**config.mk**
```make
export PLATFORM = sky130hd
export DESIGN_NAME = dbg_sema_reg
export DESIGN_NICKNAME = d
export VERILOG_FILES = /design/src/rtl/dbg_sema_pkg.sv /design/src/rtl/dbg_sema_bus_if.sv /design/src/rtl/dbg_sema_flags.sv /design/src/rtl/dbg_sema_dbg_port.sv /design/src/rtl/dbg_sema_trig.sv /design/src/rtl/dbg_sema_reg.sv
export SDC_FILE = /design/constraint.sdc
export NUM_CORES = 1
export LEC_CHECK = 0
export CORE_ASPECT_RATIO = 1.1
export CORE_MARGIN = 2
export CORE_UTILIZATION = 40
export CTS_CLUSTER_SIZE = 12
export DETAILED_ROUTE_END_ITERATION = 6
export DONT_BUFFER_PORTS = 1
export PLACE_DENSITY = 0.55
export RECOVER_POWER = 25
export SLEW_MARGIN = 0
export SYNTH_ARGS = -nofsm -noshare
export SYNTH_HDL_FRONTEND = slang
export SYNTH_SLANG_ARGS = --single-unit
```
**constraint.sdc**
```tcl
create_clock -name clk -period 1.3 [get_ports clk]
set_input_delay 0 -clock clk [delete_from_list [all_inputs] [get_ports clk]]
set_output_delay 0 -clock clk [all_outputs]
set_load 0.01 [all_outputs]
```
**src/rtl/dbg_sema_pkg.sv**
```systemverilog
package dbg_sema_pkg;

  typedef enum logic [1:0] {
    SZ_BYTE = 2'b00,
    SZ_HALF = 2'b01,
    SZ_WORD = 2'b10,
    SZ_RSVD = 2'b11
  } acc_size_e;

  localparam int unsigned SIZE_W = 2;

  // only a full word access is honoured
  function automatic logic size_is_word(input logic [SIZE_W-1:0] sz);
    return acc_size_e'(sz) == SZ_WORD;
  endfunction

endpackage

```
**src/rtl/dbg_sema_bus_if.sv**
```systemverilog
module dbg_sema_bus_if
  import dbg_sema_pkg::*;
#(
  parameter int unsigned DW = 32
) (
  input  logic              clk,
  input  logic              rst_n,
  input  logic              sel_i,
  input  logic              wr_i,
  input  logic [SIZE_W-1:0] size_i,
  input  logic [DW-1:0]     wdata_i,
  input  logic [DW-1:0]     flags_i,
  output logic              set_en_o,
  output logic [DW-1:0]     set_mask_o,
  output logic [DW-1:0]     rdata_o,
  output logic              err_o
);

  logic size_ok;
  logic wr_hit;
  logic rd_hit;
  logic bad_acc;
  logic [DW-1:0] rdata_q;
  logic          err_q;

  assign size_ok    = size_is_word(size_i);
  assign wr_hit     = sel_i & wr_i & size_ok;
  assign rd_hit     = sel_i & ~wr_i & size_ok;
  assign bad_acc    = sel_i & ~size_ok;
  assign set_en_o   = wr_hit;
  assign set_mask_o = wdata_i;

  always_ff @(posedge clk or negedge rst_n) begin
    if (!rst_n) begin
      rdata_q <= '0;
      err_q   <= 1'b0;
    end else begin
      err_q <= bad_acc;
      if (rd_hit) rdata_q <= flags_i;
    end
  end

  assign rdata_o = rdata_q;
  assign err_o   = err_q;


  bad_size_err_chk: assert property (@(posedge clk) disable iff (!rst_n)
    (sel_i && (size_i != SZ_WORD)) |=> err_o);


  good_size_quiet_chk: assert property (@(posedge clk) disable iff (!rst_n)
    (!sel_i || (size_i == SZ_WORD)) |=> !err_o);


  bus_rd_data_chk: assert property (@(posedge clk) disable iff (!rst_n)
    (sel_i && !wr_i && (size_i == SZ_WORD)) |=> (rdata_o == $past(flags_i)));

endmodule

```
**src/rtl/dbg_sema_flags.sv**
```systemverilog
module dbg_sema_flags #(
  parameter int unsigned DW = 32
) (
  input  logic          clk,
  input  logic          rst_n,
  input  logic          set_en_i,
  input  logic [DW-1:0] set_mask_i,
  input  logic          clr_i,
  output logic [DW-1:0] flags_o,
  output logic [DW-1:0] flags_nxt_o
);

  logic [DW-1:0] flags_q;
  logic [DW-1:0] flags_nxt;

  // clear all first, then merge newly raised bits so none is lost
  function automatic logic [DW-1:0] next_flags(input logic [DW-1:0] cur,
                                               input logic [DW-1:0] raise,
                                               input logic          wipe);
    logic [DW-1:0] kept;
    kept = wipe ? '0 : cur;
    return kept | raise;
  endfunction

  assign flags_nxt = next_flags(flags_q, set_en_i ? set_mask_i : '0, clr_i);

  always_ff @(posedge clk or negedge rst_n) begin
    if (!rst_n) flags_q <= '1;
    else        flags_q <= flags_nxt;
  end

  assign flags_o     = flags_q;
  assign flags_nxt_o = flags_nxt;


  no_bus_clear_chk: assert property (@(posedge clk) disable iff (!rst_n)
    !clr_i |=> ((flags_q & $past(flags_q)) == $past(flags_q)));


  idle_hold_chk: assert property (@(posedge clk) disable iff (!rst_n)
    (!set_en_i && !clr_i) |=> $stable(flags_q));


  set_survives_chk: assert property (@(posedge clk) disable iff (!rst_n)
    (clr_i && set_en_i) |=> (flags_q == $past(set_mask_i)));


  clear_all_chk: assert property (@(posedge clk) disable iff (!rst_n)
    (clr_i && !set_en_i) |=> (flags_q == '0));

endmodule

```
**src/rtl/dbg_sema_dbg_port.sv**
```systemverilog
module dbg_sema_dbg_port #(
  parameter int unsigned DW = 32
) (
  input  logic          clk,
  input  logic          rst_n,
  input  logic          dbg_rst_n,
  input  logic          rd_i,
  input  logic [DW-1:0] flags_i,
  output logic          clr_o,
  output logic [DW-1:0] rdata_o,
  output logic          rvalid_o
);

  logic          rd_ok;
  logic [DW-1:0] rdata_q;
  logic          rvalid_q;

  assign rd_ok = rd_i & dbg_rst_n;
  assign clr_o = rd_ok;

  always_ff @(posedge clk or negedge rst_n) begin
    if (!rst_n) begin
      rdata_q  <= '0;
      rvalid_q <= 1'b0;
    end else if (!dbg_rst_n) begin
      rdata_q  <= '0;
      rvalid_q <= 1'b0;
    end else begin
      rvalid_q <= rd_ok;
      if (rd_ok) rdata_q <= flags_i;
    end
  end

  assign rdata_o  = rdata_q;
  assign rvalid_o = rvalid_q;


  dbg_capture_chk: assert property (@(posedge clk) disable iff (!rst_n || !dbg_rst_n)
    rd_i |=> (rvalid_o && (rdata_o == $past(flags_i))));


  dbg_rst_quiet_chk: assert property (@(posedge clk) disable iff (!rst_n)
    !dbg_rst_n |=> !rvalid_o);

endmodule

```
**src/rtl/dbg_sema_trig.sv**
```systemverilog
module dbg_sema_trig #(
  parameter int unsigned DW = 32
) (
  input  logic          clk,
  input  logic          rst_n,
  input  logic [DW-1:0] flags_nxt_i,
  output logic          trig_o
);

  logic trig_q;

  always_ff @(posedge clk or negedge rst_n) begin
    if (!rst_n) trig_q <= 1'b1;
    else        trig_q <= |flags_nxt_i;
  end

  assign trig_o = trig_q;

endmodule

```
**src/rtl/dbg_sema_reg.sv**
```systemverilog
module dbg_sema_reg
  import dbg_sema_pkg::*;
#(
  parameter int unsigned DW = 32
) (
  input  logic              clk,
  input  logic              rst_n,
  input  logic              dbg_rst_n,
  input  logic              bus_sel,
  input  logic              bus_wr,
  input  logic [SIZE_W-1:0] bus_size,
  input  logic [DW-1:0]     bus_wdata,
  output logic [DW-1:0]     bus_rdata,
  output logic              bus_err,
  input  logic              dbg_rd,
  output logic [DW-1:0]     dbg_rdata,
  output logic              dbg_rvalid,
  output logic              trig_out
);

  logic          set_en;
  logic [DW-1:0] set_mask;
  logic          dbg_clr;
  logic [DW-1:0] flags;
  logic [DW-1:0] flags_nxt;

  dbg_sema_bus_if #(.DW(DW)) u_bus (
    .clk        (clk),
    .rst_n      (rst_n),
    .sel_i      (bus_sel),
    .wr_i       (bus_wr),
    .size_i     (bus_size),
    .wdata_i    (bus_wdata),
    .flags_i    (flags),
    .set_en_o   (set_en),
    .set_mask_o (set_mask),
    .rdata_o    (bus_rdata),
    .err_o      (bus_err)
  );

  dbg_sema_flags #(.DW(DW)) u_flags (
    .clk         (clk),
    .rst_n       (rst_n),
    .set_en_i    (set_en),
    .set_mask_i  (set_mask),
    .clr_i       (dbg_clr),
    .flags_o     (flags),
    .flags_nxt_o (flags_nxt)
  );

  dbg_sema_dbg_port #(.DW(DW)) u_dbg (
    .clk       (clk),
    .rst_n     (rst_n),
    .dbg_rst_n (dbg_rst_n),
    .rd_i      (dbg_rd),
    .flags_i   (flags),
    .clr_o     (dbg_clr),
    .rdata_o   (dbg_rdata),
    .rvalid_o  (dbg_rvalid)
  );

  dbg_sema_trig #(.DW(DW)) u_trig (
    .clk         (clk),
    .rst_n       (rst_n),
    .flags_nxt_i (flags_nxt),
    .trig_o      (trig_out)
  );


  trig_match_chk: assert property (@(posedge clk) disable iff (!rst_n)
    trig_out == (|flags));


  dbg_rst_keep_chk: assert property (@(posedge clk) disable iff (!rst_n)
    (!dbg_rst_n && !set_en) |=> $stable(flags));

endmodule

```
==> impl_metrics.csv <==
group,metric,value,unit
routing,wl_per_cell,21.5,µm
floorplan,die_h,111,µm
setup_path,slowest_stage,"dfstp_2",
timing,rsz0062_at_grt,"false",
timing,setup_tns,0,ns
clock_tree,path_clk_slew,0.06,ns
run,max-cap-violations,0,
setup_path,crit_buf_inv,1,
setup_path,cp_top_family,"simple AND/OR/NAND/NOR gates",
cells_and_area,syn2layout_area_growth,19.8,%
routing,avgViaCountPerCell,5.43,
clock_tree,cts_setup_buffers,0,
clock_tree,cts_inserted_buffers,9,
logic_synthesis,syn_inst,274,
logic_synthesis,synth-xor-area-share,0,
floorplan,rows,39,
setup_path,cp_data_arrival_time,1.43,ns
floorplan,die_w,101,µm
timing,setup_violations,0,
setup_path,crit_chain,"nor4_1 > buf_4 > nand4_1 > o21ai_1 > nand2_1",
global_routing,grt_overflow,0,
clock_tree,cts-root-buf,"clkbuf_16",
timing,min_period,1.16,ns
power_and_ir_drop,p_total,0.00696,W
cells_and_area,most-common-layout-cells,"dfrtp_1, dlygate4sd3_1, dfstp_2",
setup_path,crit_fanout,2,
routing,num_vias,2412,
floorplan,core_area,10200,µm²
setup_path,required,1.57,ns
logic_synthesis,synthMuxAreaShare,0.191,
clock_tree,cts_buffer_depth,2,
timing,fmax,863,MHz
outcome,status,"complete, but fails checks",
logic_synthesis,synth_adder_area_share,0,
logic_synthesis,synth-edff-count,0,
cells_and_area,final_layout_size_suffix_gt1_frac,0.312,
global_routing,grt_pass1_wl,15200,µm
logic_synthesis,synth_compound_area_frac,0.0698,
placed_design,dpl.hpwl,5820,µm
logic_synthesis,yosysWarnings,0,
setup_path,cp-start-kind,"flip-flop",
power_and_ir_drop,leakagePower,2.23,nW
power_and_ir_drop,ir_worst_vdd,534,µV
floorplan,io_pins,107,
worst_hold_path,min_path_type,"input port to asynchronous set/reset pin",
timing,worst_pin_slew,0.436,ns
clock_tree,hold_buffers,35,
timing,slew_viol_final,0,
outcome,violations,"hold timing",
logic_synthesis,synth-simple-area-share,0.0945,
logic_synthesis,synth_cell_types,22,
timing,finalClockSkew,0.00344,ns
cells_and_area,final_common_cell,"dfrtp_1",
logic_synthesis,synth_top_family_by_area,"multiplexers",
cells_and_area,diodes,0,
routing,drc,0,
floorplan,die_area,11200,µm²
setup_path,crit_path_end_kind,"flip-flop",
logic_synthesis,async_reset_ff_frac,1.00,
clock_tree,tritoncts,"yes",
routing,firstDrtPassIters,4,
placed_design,port_buffers,0,
timing,layout_setup_ws,0.142,ns
timing,fin_crit_sh,0.891,
power_and_ir_drop,p_per_area,1400,nW/µm²
logic_synthesis,ys_seq_area_frac,0.606,
clock_tree,htreeDepth,3,
clock_tree,cts.sinks,99,
setup_path,slowest_delay,0.37,ns
routing,wl,9550,µm
logic_synthesis,syn_area,4160,µm²
timing,finalHoldViolCount,132,
placed_design,dp_slack,-0.0540,ns
setup_path,critical_path_class,"flip-flop to flip-flop",
global_routing,antenna_found_initial,0,
logic_synthesis,synth_flop_cell,"dfrtp_1",
routing,first_iter_violations,64,
global_routing,grtUsageTotal,0.179,
logic_synthesis,syn_area_per_cell,15.2,µm²
logic_synthesis,syn_nets,314,
timing,max_slew_margin,0.707,
clock_tree,insertion_delay,0.34,ns
global_routing,grt_pass1_vias,2598,
timing,hold_ws,-0.646,ns
global_routing,grt_max_degree,100,
cells_and_area,nets,356,
placed_design,gp_congestion,0.773,
routing,ant_nets,0,
logic_synthesis,synth.ff_latch_count,99,
floorplan,start_util,0.406,
logic make-up after synthesis:
family / after synthesis
DFF: 99
muxes: 64
and+or+nand+nor: 59
AOI/OAI and AO/OA: 34
buffers and inverters: 18
registers in the layout, indices dropped and copies added, names as in the netlist:
name / flops
u_dbg.rdata_o: 32
u_bus.err_o: 1
u_trig.trig_o: 1
u_dbg.rvalid_o: 1
u_bus.rdata_o: 32
u_flags.flags_o: 32
layer usage:
layer | up-vias | global-route usage | share of wire
met5 | - | 0 | 0
met4 | 0 | 0.0631 | 0.014
met3 | 11 | 0.0561 | 0.064
met2 | 77 | 0.285 | 0.49
met1 | 1240 | 0.228 | 0.43
li1 | 1084 | - | -
power breakdown:
| part | total [W] | switching [W] | internal, W |
|---|---|---|---|
| Sequential | 0.00368 | 0.000299 | 0.00338 |
| Clock | 0.00262 | 0.00107 | 0.00154 |
| Combinational | 0.000658 | 0.000209 | 0.000450 |
through the flow:
step	util	area, µm²	cells
detailed placement	0.420	4300	393
finish	0.486	4980	444
floorplan	-	4160	274
global placement	0.420	4300	393
CTS	0.484	4960	444
global route	0.486	4980	444
final timing paths:
check / from / endpoint / slack [ns] / cells after the start
max: u_flags.flags_o[31] / u_trig.trig_o / 0.14 / 5
min: rst_n / u_bus.rdata_o[18] / -0.65 / 0
max reg2reg: u_flags.flags_o[31] / u_trig.trig_o / 0.14 / 5
min reg2reg: u_bus.rdata_o[21] / u_bus.rdata_o[21] / 0.58 / 1
max in group asynchronous: rst_n / u_flags.flags_o[0] / 1.73 / 0
min in group clk: dbg_rd / u_dbg.rdata_o[30] / -0.14 / 2
timing repair:
action	in CTS	in global routing
pin swaps	0	1
endpoints found under the hold margin	165	131
endpoints found under the setup margin	1	1
gates resized for setup	1	5
synth_stat cells (2+ instances only):
| cell type | count | area share |
|---|---|---|
| buf_6 | 4 | 0.011 |
| buf_4 | 3 | 0.0054 |
| buf_12 | 3 | 0.014 |
| mux2i_1 | 32 | 0.077 |
| dfrtp_1 | 66 | 0.40 |
| dfstp_2 | 33 | 0.21 |
| o21ai_0 | 2 | 0.0024 |
| nand4_1 | 4 | 0.0060 |
| nor2b_1 | 32 | 0.048 |
| clkbuf_1 | 3 | 0.0027 |
| mux2_2 | 2 | 0.0054 |
| mux2_4 | 30 | 0.11 |
| nor4_1 | 16 | 0.024 |
| buf_2 | 4 | 0.0048 |
| nand2_1 | 2 | 0.0018 |
| a22o_1 | 32 | 0.067 |
cell type report:
cell class	instances	area, µm²
timing repair buffer	48	508
sequential	99	2520
fill	911	5270
clock inverter	2	35.0
multi-input combinational	157	1510
inverter	1	3.75
tap	123	154
clock buffer	14	254
Note: power is estimated with default switching activity, not from simulation.
